File: config.mk
export PLATFORM = sky130hd
export DESIGN_NAME = seg_addr_gen
export DESIGN_NICKNAME = d
export VERILOG_FILES = /design/src/rtl/seg_addr_pkg.sv /design/src/rtl/seg_bank.sv /design/src/rtl/seg_adder.sv /design/src/rtl/byte_sequencer.sv /design/src/rtl/seg_addr_gen.sv
export SDC_FILE = /design/constraint.sdc
export NUM_CORES = 1
export LEC_CHECK = 0
export BUFFER_PORTS_ARGS = -buffer_cell sky130_fd_sc_hd__buf_2
export CORE_UTILIZATION = 45
export CTS_BUF_LIST = sky130_fd_sc_hd__clkbuf_16
export DETAILED_ROUTE_END_ITERATION = 7
export SLEW_MARGIN = 20
export SYNTH_ARGS = -nofsm -noshare
export SYNTH_HDL_FRONTEND = slang
export SYNTH_SLANG_ARGS = --single-unit
export TNS_END_PERCENT = 5
File: constraint.sdc
create_clock -name clk_i -period 3.1 [get_ports clk_i]
set_input_delay 0.155 -clock clk_i [delete_from_list [all_inputs] [get_ports clk_i]]
set_output_delay 0.155 -clock clk_i [all_outputs]
set_load 0.02 [all_outputs]
File: src/rtl/seg_addr_pkg.sv
package seg_addr_pkg;
  typedef enum logic [1:0] {
    CLS_FETCH  = 2'd0,
    CLS_DATA   = 2'd1,
    CLS_STACK  = 2'd2,
    CLS_STRDST = 2'd3
  } acc_class_e;

  localparam int unsigned NUM_SEG = 4;
  localparam int unsigned SEL_W   = 2;
endpackage

File: src/rtl/seg_bank.sv
module seg_bank
  import seg_addr_pkg::*;
#(
  parameter int unsigned SEG_W      = 16,
  parameter logic [15:0] CODE_RESET = 16'hFFFF
) (
  input  logic             clk_i,
  input  logic             rst_ni,
  input  logic             we_i,
  input  logic [SEL_W-1:0] wsel_i,
  input  logic [SEG_W-1:0] wdata_i,
  input  logic [SEL_W-1:0] rsel_i,
  output logic [SEG_W-1:0] rdata_o
);
  logic [SEG_W-1:0] base_q [NUM_SEG];

  for (genvar g = 0; g < NUM_SEG; g++) begin : g_seg
    localparam logic [SEG_W-1:0] RST_VAL = (g == 0) ? SEG_W'(CODE_RESET) : '0;
    always_ff @(posedge clk_i or negedge rst_ni) begin
      if (!rst_ni)                             base_q[g] <= RST_VAL;
      else if (we_i && (wsel_i == SEL_W'(g)))  base_q[g] <= wdata_i;
    end
  end

  assign rdata_o = base_q[rsel_i];
endmodule

File: src/rtl/seg_adder.sv
module seg_adder #(
  parameter int unsigned SEG_W  = 16,
  parameter int unsigned OFF_W  = 16,
  parameter int unsigned SHIFT  = 4,
  localparam int unsigned ADDR_W = SEG_W + SHIFT
) (
  input  logic [SEG_W-1:0]  base_i,
  input  logic [OFF_W-1:0]  off_i,
  output logic [ADDR_W-1:0] phys_o
);
  // carry out of the top bit is dropped: modulo 2^ADDR_W
  assign phys_o = {base_i, SHIFT'(0)} + ADDR_W'(off_i);
endmodule

File: src/rtl/byte_sequencer.sv
module byte_sequencer #(
  parameter int unsigned ADDR_W = 20
) (
  input  logic              clk_i,
  input  logic              rst_ni,
  input  logic              req_valid_i,
  input  logic              req_word_i,
  input  logic [ADDR_W-1:0] phys_i,
  output logic              busy_o,
  output logic              strobe_o,
  output logic [ADDR_W-1:0] addr_o,
  output logic              byte_hi_o,
  output logic              done_o
);
  logic              pend_q, strobe_q, hi_q, done_q;
  logic [ADDR_W-1:0] addr_q;
  logic              fire;

  assign fire = req_valid_i && !pend_q;

  always_ff @(posedge clk_i or negedge rst_ni) begin
    if (!rst_ni) begin
      pend_q   <= 1'b0;
      strobe_q <= 1'b0;
      hi_q     <= 1'b0;
      done_q   <= 1'b0;
      addr_q   <= '0;
    end else if (fire) begin
      pend_q   <= req_word_i;
      strobe_q <= 1'b1;
      hi_q     <= 1'b0;
      done_q   <= !req_word_i;
      addr_q   <= phys_i;
    end else if (pend_q) begin
      pend_q   <= 1'b0;
      strobe_q <= 1'b1;
      hi_q     <= 1'b1;
      done_q   <= 1'b1;
      addr_q   <= addr_q + ADDR_W'(1);
    end else begin
      strobe_q <= 1'b0;
      hi_q     <= 1'b0;
      done_q   <= 1'b0;
    end
  end

  assign busy_o    = pend_q;
  assign strobe_o  = strobe_q;
  assign addr_o    = addr_q;
  assign byte_hi_o = hi_q;
  assign done_o    = done_q;
endmodule

File: src/rtl/seg_addr_gen.sv
module seg_addr_gen
  import seg_addr_pkg::*;
#(
  parameter int unsigned SEG_W      = 16,
  parameter int unsigned OFF_W      = 16,
  parameter int unsigned SHIFT      = 4,
  parameter logic [15:0] CODE_RESET = 16'hFFFF,
  localparam int unsigned ADDR_W    = SEG_W + SHIFT
) (
  input  logic              clk_i,
  input  logic              rst_ni,
  input  logic              seg_we_i,
  input  logic [1:0]        seg_sel_i,
  input  logic [SEG_W-1:0]  seg_wdata_i,
  input  logic              req_valid_i,
  input  logic [1:0]        req_class_i,
  input  logic              req_word_i,
  input  logic [OFF_W-1:0]  req_offset_i,
  output logic              busy_o,
  output logic              strobe_o,
  output logic [ADDR_W-1:0] addr_o,
  output logic              byte_hi_o,
  output logic              done_o
);
  logic [SEG_W-1:0]  base;
  logic [ADDR_W-1:0] phys;
  logic [SEL_W-1:0]  rsel;

  // class codes line up with segment indices: fetch/code, data, stack, strdst/extra
  always_comb begin
    unique case (acc_class_e'(req_class_i))
      CLS_FETCH:  rsel = 2'd0;
      CLS_DATA:   rsel = 2'd1;
      CLS_STACK:  rsel = 2'd2;
      default:    rsel = 2'd3;
    endcase
  end

  seg_bank #(.SEG_W(SEG_W), .CODE_RESET(CODE_RESET)) i_bank (
    .clk_i   (clk_i),
    .rst_ni  (rst_ni),
    .we_i    (seg_we_i),
    .wsel_i  (seg_sel_i),
    .wdata_i (seg_wdata_i),
    .rsel_i  (rsel),
    .rdata_o (base)
  );

  seg_adder #(.SEG_W(SEG_W), .OFF_W(OFF_W), .SHIFT(SHIFT)) i_add (
    .base_i (base),
    .off_i  (req_offset_i),
    .phys_o (phys)
  );

  byte_sequencer #(.ADDR_W(ADDR_W)) i_seq (
    .clk_i       (clk_i),
    .rst_ni      (rst_ni),
    .req_valid_i (req_valid_i),
    .req_word_i  (req_word_i),
    .phys_i      (phys),
    .busy_o      (busy_o),
    .strobe_o    (strobe_o),
    .addr_o      (addr_o),
    .byte_hi_o   (byte_hi_o),
    .done_o      (done_o)
  );
endmodule

==> results by group, run 1 <==
Logic synthesis
  • Fraction of the mapped netlist area in compound gates: 0.104
  • Post-synth EDFFs: 0
  • Number of distinct standard cells referenced by the synthesized netlist: 65
  • Multiplexer share of the synthesized area: 0.240
  • Mean post-synth cell area: 12.6 um2
  • Synthesized area: 4720 um2
  • FFs w/ async S/R, synth: 1.00
  • Post-synthesis adder-cell area fraction: 0.0440
  • Count of yosys warnings during synthesis: 0
  • Number of register bits inferred by synthesis: 88
  • Top cells by area, synth: sky130_fd_sc_hd__dfrtp_1 38%, sky130_fd_sc_hd__mux2_2 15%, sky130_fd_sc_hd__dfstp_2 8.9%, sky130_fd_sc_hd__mux4_2 6.2%, sky130_fd_sc_hd__ha_1 4.0%
  • Main flop type after synthesis: sky130_fd_sc_hd__dfrtp_1
  • Top cell type by total area after synthesis: sky130_fd_sc_hd__dfrtp_1
  • Share of Yosys cell area claimed by the top area cell type: 0.381
  • Proportion of synthesized chip area in sequential cells: 0.470
  • Simple-gate area share of the yosys netlist: 0.0980
  • Post-Synthesis Net Count: ~430
  • Gate count after technology mapping: 375
  • Largest family of logic cells by synthesized area: multiplexers
  • Post-Synth XOR/XNOR Area: 0.0241

Timing
  • Final Hold Violating Endpoints: 0
  • Period Utilization, post-route: 0.873
  • Worst setup slack after layout: roughly 390 ps
  • Slew Viols, Final: 0
  • Post-route clock skew: 7.15 ps
  • Accumulated negative setup slack: 0 ps
  • Fmax: 370 MHz
  • Final min period: 2710 ps
  • Endpoints failing setup: 0
  • Worst Max-Slew Pin Slew: 964 ps
  • Worst hold slack after final layout: 58.4 ps
  • RSZ-0062 raised after global routing: no
  • Max-slew headroom: 0.356

Pwr
  • Pwr Total: 0.00383 W
  • Leakage power figure: 2.36 nW
  • Combinational fraction of design power: 0.300
  • Maximum VDD drop: 0.265 mV
  • Net switching power of the design: between 0.001 and 0.0015 W
  • Pwr dens: 696 nW/um2
  • Clock Power Share: 0.276
  • Cell internal power dissipation: 0.00259 W
  • Register share of total power: 0.424
  • Sw Ratio: 0.323

Placed design
  • IO Port Bufs: 64
  • DP Worst Slack: 171 ps
  • Post-detail-place hpwl: 7400 um
  • Gp weighted congestion: 0.747

Global routing
  • Number of global-route vias before repair: 3418
  • Overflow left after global routing: 0
  • Number of antenna violations at the first check in global routing: 0
  • Wire length of the first global-routing pass: 17400 um
  • Tot GR Track Use: 0.206
  • Pin count of the biggest net entering global routing: 65

CTS
  • TritonCTS clock tree: yes
  • Number of sinks handled by clock tree synthesis: 88
  • Number of levels in the clock H-tree: 3
  • Post-CTS repair timing setup buffer count: 0
  • CTS buffer count: 9
  • Clock buffer depth: 2
  • Root buffer cell: sky130_fd_sc_hd__clkbuf_16
  • Clock Latency Late Sink: 340 ps
  • Clock edge transition at the registers on the reported setup and hold paths: 60 ps

Drt
  • Final ANT Viol Nets: 0
  • Final wirelength: 10300 um
  • DRC violations left: 0
  • Routed vias: 3272
  • Detailed-route wire length per cell: around 18 um
  • DR vias/cell: approximately 5.6
  • Detailed router's first-iteration violation count: 132
  • Drt first pass iters: 4

Cells and area
  • Post-synthesis to final-layout area growth: 16.4%
  • Share of layout cells above drive strength 1: 0.423
  • Nets: ~500
  • Count of filler cells inserted in the layout: 905
  • Footprint of the flip-flops and latches: 2220 um2
  • Total inserted antenna cells: 0
  • Area occupied by multi-input gates: 2410 um2

Floorplanning
  • Area of the die: 10900 um2
  • I/O pin cnt: 65
  • Die Span X: 104 um
  • Height of the die: around 100 um
  • Core Rows: 37
  • Initial Utilization: 0.462
  • Core area: 10200 um2

Setup path
  • Kind of end point of the critical path: register
  • Type of origin of the critical path: register
  • Required time of the critical path: 3330 ps
  • Arrival time at the worst endpoint: 2930 ps
  • Largest fanout on the critical path: 3
  • Type of the worst setup path: reg -> reg

Worst hold path
  • Class of the tightest hold or removal check: in -> reg

Flow run
  • Number of max-cap violations: 0

Run status
  • Outcome: finished, final reports clean
[critical path: stages, from the launching register on]
cell and delay, ps:
sky130_fd_sc_hd__dfrtp_1 390, sky130_fd_sc_hd__mux4_2 470, sky130_fd_sc_hd__ha_1 250, sky130_fd_sc_hd__fa_1 430
sky130_fd_sc_hd__a21o_1 190, sky130_fd_sc_hd__nand4_1 90, sky130_fd_sc_hd__a31oi_1 140, sky130_fd_sc_hd__o21ai_1 350
sky130_fd_sc_hd__mux2i_1 230, sky130_fd_sc_hd__nor2_1 60
[stage by stage]
step / area (um2) / utilization / cells
2_1_floorplan: 4720 / - / 375
3_3_place_gp: 5200 / 0.508 / 568
3_5_place_dp: 5200 / 0.508 / 568
4_1_cts: 5500 / 0.537 / 585
5_1_grt: 5500 / 0.537 / 585
6_report: 5500 / 0.537 / 585
[power by group through the flow]
stage	Combinational, W	Sequential (W)	Clock (W)
2_1_floorplan	0.000735	0.00170	0
3_3_place_gp	0.00113	0.00163	0
3_5_place_dp	0.00115	0.00164	0
4_1_cts	0.00116	0.00162	0.00108
5_1_grt	0.00126	0.00166	0.00113
6_report	0.00115	0.00162	0.00106
[worst paths after layout]
| path | slack (ps) | startpoint | cells past startpoint | end |
|---|---|---|---|---|
| max | 390 | i_bank.base_q[16] | 9 | i_seq.addr_o[18] |
| min | 60 | req_word_i | 3 | i_seq.busy_o |
| max reg2reg | 390 | i_bank.base_q[16] | 9 | i_seq.addr_o[18] |
| min reg2reg | 500 | i_bank.base_q[46] | 1 | i_bank.base_q[46] |
| max in group asynchronous | 1830 | rst_ni | 3 | i_bank.base_q[62] |
| min in group asynchronous | 460 | rst_ni | 2 | i_seq.addr_o[5] |
[area by class of cell]
class                           instances  area share
Clock buffer                            9      0.0410
Clock inverter                          7      0.0109
Inverter                                7     0.00478
Multi-Input combinational cell        266       0.438
Sequential cell                        88       0.404
Tap cell                              136      0.0310
Timing Repair Buffer                   72      0.0701
[layer usage]
metal  vias up  global-route usage  routed length [um]
met5         -                   0                   0
met4         0              0.0724                 184
met3        15              0.0401                 417
met2        74               0.342                5080
met1      1625               0.268                4660
li1       1558                   -                   -
[cell usage in the layout (no fill, tap or decap), types with 5 or more instances in the layout]
master                      count
sky130_fd_sc_hd__buf_4          8
sky130_fd_sc_hd__ha_1          15
sky130_fd_sc_hd__nand3_1       15
sky130_fd_sc_hd__xnor2_1        8
sky130_fd_sc_hd__inv_1          9
sky130_fd_sc_hd__dfstp_2       16
sky130_fd_sc_hd__nand2_1       20
sky130_fd_sc_hd__mux4_2        13
sky130_fd_sc_hd__nor2_1        11
sky130_fd_sc_hd__o21ai_0        6
sky130_fd_sc_hd__o211ai_1       5
sky130_fd_sc_hd__clkbuf_16      9
sky130_fd_sc_hd__buf_2         63
sky130_fd_sc_hd__mux2_2        61
sky130_fd_sc_hd__a21oi_1       13
sky130_fd_sc_hd__dfrtp_1       72
sky130_fd_sc_hd__o21ai_1        7
sky130_fd_sc_hd__xor2_1         5
[state kept, by name, summed over array words and instances, names as in the netlist]
register,count
i_bank.base_q,64
i_seq.addr_o,20
i_seq.busy_o,1
i_seq.byte_hi_o,1
i_seq.done_o,1
i_seq.strobe_o,1
[cell families after synthesis]
family | Yosys count
AND/OR/NAND/NOR | 85
flip-flops | 88
XOR/XNOR | 13
buffers and inverters | 21
AO/OA/AOI/OAI | 68
multiplexers | 84
adder cells (fa/ha/maj) | 16
[what timing repair did]
item	CTS	global route
hold buffers	1	0
endpoints found under the setup margin	0	0
hold endpoints to repair	52	0
resized for setup	0	0
[synthesized netlist by cell type, types with 3 or more instances]
cell type                  number
sky130_fd_sc_hd__buf_2          5
sky130_fd_sc_hd__nand3_1       15
sky130_fd_sc_hd__or3_1          4
sky130_fd_sc_hd__o21ai_0        6
sky130_fd_sc_hd__nor2b_1        4
sky130_fd_sc_hd__dfstp_2       16
sky130_fd_sc_hd__a21o_1         3
sky130_fd_sc_hd__a21oi_1       13
sky130_fd_sc_hd__dfrtp_1       72
sky130_fd_sc_hd__a211oi_1       3
sky130_fd_sc_hd__mux2_1         4
sky130_fd_sc_hd__and3_1         4
sky130_fd_sc_hd__nand4_1        4
sky130_fd_sc_hd__inv_1          6
sky130_fd_sc_hd__xnor2_1        8
sky130_fd_sc_hd__o22ai_1        3
sky130_fd_sc_hd__clkbuf_1       6
sky130_fd_sc_hd__nor3_1         3
sky130_fd_sc_hd__mux2_2        61
sky130_fd_sc_hd__xor2_1         5
sky130_fd_sc_hd__o221ai_1       3
sky130_fd_sc_hd__nor2_1        11
sky130_fd_sc_hd__o21ai_1        7
sky130_fd_sc_hd__mux4_2        13
sky130_fd_sc_hd__ha_1          15
sky130_fd_sc_hd__a21oi_2        3
sky130_fd_sc_hd__o211ai_1       5
sky130_fd_sc_hd__mux2i_1        3
sky130_fd_sc_hd__nand2b_1       4
sky130_fd_sc_hd__mux4_1         3
sky130_fd_sc_hd__nand2_1       20
No activity file was read; power rests on OpenSTA's default activity.
==> run 2: changes to the inputs <==
--- a/config.mk
+++ b/config.mk
@@ -8,7 +8,9 @@
 export BUFFER_PORTS_ARGS = -buffer_cell sky130_fd_sc_hd__buf_2
 export CORE_UTILIZATION = 45
 export CTS_BUF_LIST = sky130_fd_sc_hd__clkbuf_16
+export CTS_CLUSTER_DIAMETER = 150
 export DETAILED_ROUTE_END_ITERATION = 7
+export PLACE_DENSITY_LB_ADDON = 0.3
 export SLEW_MARGIN = 20
 export SYNTH_ARGS = -nofsm -noshare
 export SYNTH_HDL_FRONTEND = slang
==> results by group, run 2 (synthesized netlist as in run 1, its figures left out) <==
Run status
  • Outcome: complete, but fails checks (was finished, final reports clean)
  • Violations in the final reports: hold timing

CTS
  • TritonCTS clock tree: yes (unchanged)
  • Hold buffer count at cts: 0 (was 1)
  • Number of levels in the clock H-tree: 3 (unchanged)
  • Quantity of gates resized following cts: 0 (unchanged)
  • Root buffer cell: sky130_fd_sc_hd__clkbuf_16 (unchanged)
  • Clock edge transition at the registers on the reported setup and hold paths: 70 ps (was 60 ps)
  • CTS buffer count: 9 (unchanged)
  • Clock buffer depth: 2 (unchanged)
  • Post-CTS repair timing setup buffer count: 0 (unchanged)
  • Number of sinks handled by clock tree synthesis: 88 (unchanged)
  • Clock Latency Late Sink: 340 ps (about the same)

Timing
  • Post-route clock skew: 7.49 ps (was 7.15 ps)
  • Worst Max-Slew Pin Slew: 964 ps (about the same)
  • Period Utilization, post-route: 0.875 (was 0.873)
  • Final min period: 2710 ps (about the same)
  • Accumulated negative setup slack: 0 ps (unchanged)
  • Max-slew headroom: 0.357 (was 0.356)
  • RSZ-0062 raised after global routing: no (unchanged)
  • Worst hold slack after final layout: -37.0 ps (was 58.4 ps)
  • Slew Viols, Final: 0 (unchanged)
  • Endpoints failing setup: 0 (unchanged)
  • Final Hold Violating Endpoints: 41 (was 0)
  • Fmax: 369 MHz (was 370 MHz)

Cells and area
  • Final core utilization: 0.539 (was 0.537)
  • Commonest cells after routing, fill and taps aside: 72 x sky130_fd_sc_hd__dfrtp_1, 63 x sky130_fd_sc_hd__buf_2, 61 x sky130_fd_sc_hd__mux2_2 (unchanged)
  • Nets: 499 (was 501)
  • Post-route standard cell area excluding fillers: 5520 um2 (was 5500 um2)
  • Total inserted antenna cells: 0 (unchanged)
  • Largest register FFs: 64 (unchanged)
  • Largest reg by FF count: i_bank.base_q (unchanged)
  • Share of layout cells above drive strength 1: 0.432 (was 0.423)
  • Post-synthesis to final-layout area growth: 16.7% (was 16.4%)
  • Most common cell after layout, fill and taps aside: sky130_fd_sc_hd__dfrtp_1 (unchanged)

Setup path
  • Source of the worst register-to-register timing path: i_bank.base_q[5] (was i_bank.base_q[16])
  • Arrival time at the worst endpoint: 2920 ps (was 2930 ps)
  • Type of origin of the critical path: register (unchanged)
  • Required time of the critical path: 3310 ps (was 3330 ps)
  • Path depth of the worst reg2reg path: 8 (was 9)
  • Largest fanout on the critical path: 5 (was 3)
  • Type of the worst setup path: reg -> reg (unchanged)
  • Beginning of the critical path: i_bank.base_q[5] (was i_bank.base_q[16])
  • Kind of end point of the critical path: register (unchanged)

Placed design
  • Post-detail-place hpwl: 7270 um (was 7400 um)
  • IO Port Bufs: 64 (unchanged)
  • Gp weighted congestion: 0.779 (was 0.747)
  • Placed Area: 5200 um2 (about the same)

Drt
  • Drt first pass iters: 4 (unchanged)
  • Detailed router's first-iteration violation count: 121 (was 132)
  • Final wirelength: 10200 um (was 10300 um)
  • DRC violations left: 0 (unchanged)
  • DR vias/cell: 5.68 (was 5.59)
  • Final ANT Viol Nets: 0 (unchanged)
  • Detailed-route wire length per cell: 17.5 um (was 17.7 um)
  • Routed vias: 3311 (was 3272)

Floorplanning
  • Core area: 10200 um2 (unchanged)
  • Area of the die: 10900 um2 (unchanged)
  • I/O pin cnt: 65 (unchanged)
  • Initial Utilization: 0.462 (unchanged)
  • Die Span X: 104 um (unchanged)
  • Height of the die: 104 um (unchanged)
  • Core Rows: 37 (unchanged)

Flow run
  • Number of max-cap violations: 0 (unchanged)

Pwr
  • Pwr dens: 706 nW/um2 (was 696 nW/um2)
  • Combinational fraction of design power: 0.296 (was 0.300)
  • Clock Power Share: 0.288 (was 0.276)
  • Register share of total power: 0.416 (was 0.424)
  • Sw Ratio: 0.328 (was 0.323)
  • Leakage power figure: 2.36 nW (about the same)
  • Cell internal power dissipation: 0.00262 W (was 0.00259 W)
  • Maximum VDD drop: 0.369 mV (was 0.265 mV)
  • Net switching power of the design: 0.00128 W (was 0.00124 W)
  • Pwr Total: 0.00389 W (was 0.00383 W)

Global routing
  • Pin count of the biggest net entering global routing: 77 (was 65)
  • Overflow left after global routing: 0 (unchanged)
  • Number of antenna violations at the first check in global routing: 0 (unchanged)
  • Wire length of the first global-routing pass: 16800 um (was 17400 um)
  • Tot GR Track Use: 0.198 (was 0.206)
  • Number of global-route vias before repair: 3386 (was 3418)

Worst hold path
  • Class of the tightest hold or removal check: in -> async (was in -> reg)
==> run 2: per-layer routing <==
metal | part of all wire | up-vias | track usage
li1 | - | 1557 | -
met1 | 0.44 | 1660 | 0.249
met2 | 0.50 | 82 | 0.340
met3 | 0.045 | 12 | 0.0363
met4 | 0.015 | 0 | 0.0673
met5 | 0 | - | 0
==> run 2: path summary, 6_finish.rpt <==
path                                     end  slack [ps]
setup / recovery            i_seq.addr_o[15]         390
hold / removal               i_seq.addr_o[9]         -40
setup reg to reg            i_seq.addr_o[15]         390
hold reg to reg            i_bank.base_q[46]         500
max in group asynchronous  i_bank.base_q[61]        2360
min in group clk_i              i_seq.busy_o          50
==> run 2: power by group through the flow <==
stage                     Sequential [W]  Combinational (W)  Clock, W
after floorplan                  0.00170           0.000735         0
after global placement           0.00163            0.00112         0
after detailed placement         0.00164            0.00115         0
after CTS                        0.00162            0.00116   0.00115
after global routing             0.00166            0.00126   0.00119
final                            0.00162            0.00115   0.00112
==> run 2: through the flow <==
step                worst slack (ps)  instances
global placement                 287        567
CTS                              407        583
global route                     230        583
detailed placement               257        567
floorplan                        351        375
finish                           387        583
==> run 2: worst max-delay path: stages (launching register included) <==
cell	delay [ps]
sky130_fd_sc_hd__dfrtp_1	390
sky130_fd_sc_hd__mux4_2	510
sky130_fd_sc_hd__ha_1	390
sky130_fd_sc_hd__nand2_1	120
sky130_fd_sc_hd__o32ai_2	400
sky130_fd_sc_hd__a21oi_2	160
sky130_fd_sc_hd__a21oi_2	260
sky130_fd_sc_hd__mux2i_1	230
sky130_fd_sc_hd__o221ai_1	120
==> run 2: area by class of cell <==
class,count,area (um2)
Clock inverter,7,88.8
Timing Repair Buffer,70,368
Inverter,7,26.3
Multi-Input combinational cell,266,2410
Tap cell,136,170
Fill cell,870,4720
Sequential cell,88,2220
Clock buffer,9,225
==> run 3: changes to the inputs <==
--- a/config.mk
+++ b/config.mk
@@ -5,7 +5,8 @@
 export SDC_FILE = /design/constraint.sdc
 export NUM_CORES = 1
 export LEC_CHECK = 0
-export BUFFER_PORTS_ARGS = -buffer_cell sky130_fd_sc_hd__buf_2
+export BUFFER_PORTS_ARGS = -buffer_cell sky130_fd_sc_hd__buf_4
+export CORE_MARGIN = 3
 export CORE_UTILIZATION = 45
 export CTS_BUF_LIST = sky130_fd_sc_hd__clkbuf_16
 export CTS_CLUSTER_DIAMETER = 150
==> results by group, run 3 (synthesized netlist as in run 1, its figures left out) <==
Run status
  • Outcome: finished, final reports clean (was complete, but fails checks)

Global routing
  • Number of global-route vias before repair: 3494 (was 3386)
  • Peak-usage layer in the global routing report: met2 (unchanged)
  • Overflow left after global routing: 0 (unchanged)
  • Met3 Track Usage GR: 0.0304 (was 0.0363)
  • Number of antenna violations at the first check in global routing: 0 (unchanged)
  • Met1 GRT Util: 0.250 (was 0.249)
  • Wire length of the first global-routing pass: 17400 um (was 16800 um)
  • Pin count of the biggest net entering global routing: 68 (was 77)
  • Tot GR Track Use: 0.193 (was 0.198)
  • Met2 routing resource usage after global routing: 0.323 (was 0.340)

Pwr
  • Clock Power Share: 0.295 (was 0.288)
  • Net switching power of the design: 0.00129 W (was 0.00128 W)
  • Leakage power figure: 2.42 nW (was 2.36 nW)
  • Cell internal power dissipation: 0.00275 W (was 0.00262 W)
  • Sw Ratio: 0.319 (was 0.328)
  • Maximum VDD drop: 0.335 mV (was 0.369 mV)
  • Combinational fraction of design power: 0.302 (was 0.296)
  • Pwr dens: 712 nW/um2 (was 706 nW/um2)
  • Register share of total power: 0.404 (was 0.416)

Cells and area
  • Largest register FFs: 64 (unchanged)
  • Share of layout cells above drive strength 1: 0.426 (was 0.432)
  • Final core utilization: 0.568 (was 0.539)
  • Most common cell after layout, fill and taps aside: sky130_fd_sc_hd__dfrtp_1 (unchanged)
  • Commonest cells after routing, fill and taps aside: 72 x sky130_fd_sc_hd__dfrtp_1, 68 x sky130_fd_sc_hd__buf_4, 61 x sky130_fd_sc_hd__mux2_2 (was 72 x sky130_fd_sc_hd__dfrtp_1, 63 x sky130_fd_sc_hd__buf_2, 61 x sky130_fd_sc_hd__mux2_2)
  • Nets: 498 (was 499)
  • Total inserted antenna cells: 0 (unchanged)
  • Largest reg by FF count: i_bank.base_q (unchanged)
  • Count of filler cells inserted in the layout: 856 (was 870)
  • Post-synthesis to final-layout area growth: 20.2% (was 16.7%)

Floorplanning
  • Area of the die: 11800 um2 (was 10900 um2)
  • Core area: 10000 um2 (was 10200 um2)
  • I/O pin cnt: 65 (unchanged)
  • Initial Utilization: 0.472 (was 0.462)
  • Height of the die: 108 um (was 104 um)
  • Core Rows: 36 (was 37)
  • Die Span X: 108 um (was 104 um)

Placed design
  • Gp weighted congestion: 0.858 (was 0.779)
  • Post-detail-place hpwl: 7390 um (was 7270 um)
  • IO Port Bufs: 64 (unchanged)

CTS
  • Number of levels in the clock H-tree: 3 (unchanged)
  • CTS buffer count: 9 (unchanged)
  • TritonCTS clock tree: yes (unchanged)
  • Clock buffer depth: 2 (unchanged)
  • Clock Latency Late Sink: 340 ps (about the same)
  • Hold buffer count at cts: 1 (was 0)
  • Root buffer cell: sky130_fd_sc_hd__clkbuf_16 (unchanged)
  • Clock edge transition at the registers on the reported setup and hold paths: 60 ps (was 70 ps)
  • Number of sinks handled by clock tree synthesis: 88 (unchanged)
  • Quantity of gates resized following cts: 0 (unchanged)
  • Post-CTS repair timing setup buffer count: 0 (unchanged)

Setup path
  • Critical path, cell by cell: mux4_2, ha_1, nand2_1, o32ai_2, a21oi_2, a21oi_2, mux2i_1, o221ai_1 (unchanged)
  • Largest delay share family, worst path: compound AO/OA/AOI/OAI gates (unchanged)
  • Type of the worst setup path: reg -> reg (unchanged)
  • Type of origin of the critical path: register (unchanged)
  • Arrival time at the worst endpoint: 2880 ps (was 2920 ps)
  • Maximum cell stage delay along the critical path: 480 ps (was 510 ps)
  • Combined buffer and inverter count along the critical path: 0 (unchanged)
  • Required time of the critical path: 3310 ps (about the same)
  • Largest fanout on the critical path: 6 (was 5)
  • Slowest library cell on the worst path: sky130_fd_sc_hd__mux4_2 (unchanged)
  • Setup slack of the most critical reg-to-reg path: 430 ps (was 390 ps)
  • Critical Path Most Common Cell: sky130_fd_sc_hd__a21oi_2 (unchanged)
  • Kind of end point of the critical path: register (unchanged)

Timing
  • Worst Max-Slew Pin Slew: 990 ps (was 964 ps)
  • Final Hold Violating Endpoints: 0 (was 41)
  • Max-slew headroom: 0.339 (was 0.357)
  • Period Utilization, post-route: 0.861 (was 0.875)
  • Post-route clock skew: 9.61 ps (was 7.49 ps)
  • Endpoints failing setup: 0 (unchanged)
  • Slew Viols, Final: 0 (unchanged)
  • Accumulated negative setup slack: 0 ps (unchanged)
  • Final min period: 2670 ps (was 2710 ps)
  • Fmax: 375 MHz (was 369 MHz)
  • RSZ-0062 raised after global routing: no (unchanged)

Drt
  • DRC violations left: 0 (unchanged)
  • Final ANT Viol Nets: 0 (unchanged)
  • Final wirelength: 10500 um (was 10200 um)
  • Drt first pass iters: 5 (was 4)
  • Detailed router's first-iteration violation count: 135 (was 121)
  • Routed vias: 3335 (was 3311)
  • Detailed-route wire length per cell: 18.1 um (was 17.5 um)
  • DR vias/cell: 5.76 (was 5.68)

Flow run
  • Number of max-cap violations: 0 (unchanged)

Worst hold path
  • Class of the tightest hold or removal check: in -> reg (was in -> async)
## run 3: cell types whose count changed in the layout (fill, tap and decap cells not counted), sizes merged
cell / previous run / this run
buf: 70 / 68
bufinv: 1 / 2
dlygate4sd3: 0 / 1
clkinvlp: 1 / 0
## run 3: metal layers
metal  wire length [um]  share of wire
met3                463          0.044
met4                181          0.017
met2               5170           0.49
met1               4680           0.45
met5                  0              0
## run 3: path summary, 6_finish.rpt
path	from	endpoint	cells after the start
min in group asynchronous	rst_ni	i_seq.addr_o[8]	2
max reg2reg	i_bank.base_q[4]	i_seq.addr_o[15]	8
min reg2reg	i_bank.base_q[47]	i_bank.base_q[47]	1
min	req_word_i	i_seq.busy_o	3
max	i_bank.base_q[4]	i_seq.addr_o[15]	8
max in group asynchronous	rst_ni	i_bank.base_q[50]	3
## run 3: final cells by class
cell class,count,area (um2),area share
Clock inverter,7,101,0.0179
Inverter,7,26.3,0.00463
Sequential cell,88,2220,0.391
Tap cell,133,166,0.0293
Clock buffer,9,225,0.0397
Multi-Input combinational cell,266,2410,0.425
Timing Repair Buffer,69,520,0.0917
## run 3: per-stage QoR
step | instance area [um2] | setup WS (ps) | hold slack (ps) | power, W | instances
after global placement | 5340 | 395 | 303 | 0.00282 | 562
after floorplan | 4720 | 351 | -141 | 0.00244 | 375
after global routing | 5680 | 199 | 66.6 | 0.00427 | 579
final | 5680 | 431 | 50.8 | 0.00404 | 579
after CTS | 5680 | 451 | 47.4 | 0.00408 | 579
after detailed placement | 5340 | 337 | 308 | 0.00286 | 562
## run 3: worst register-to-register path, delay by kind of cell (launching register included)
kind                       cells  cell delay (ps)
AOI/OAI and AO/OA              4              920
muxes                          2              700
adders and majority gates      1              410
DFF                            1              380
and+or+nand+nor                1              130
## run 3: power by group through the flow
stage	registers, W	clock network [W]	logic, W
6_report	0.00163	0.00119	0.00122
2_1_floorplan	0.00170	0	0.000735
4_1_cts	0.00163	0.00122	0.00123
3_5_place_dp	0.00165	0	0.00122
5_1_grt	0.00166	0.00127	0.00134
3_3_place_gp	0.00163	0	0.00119
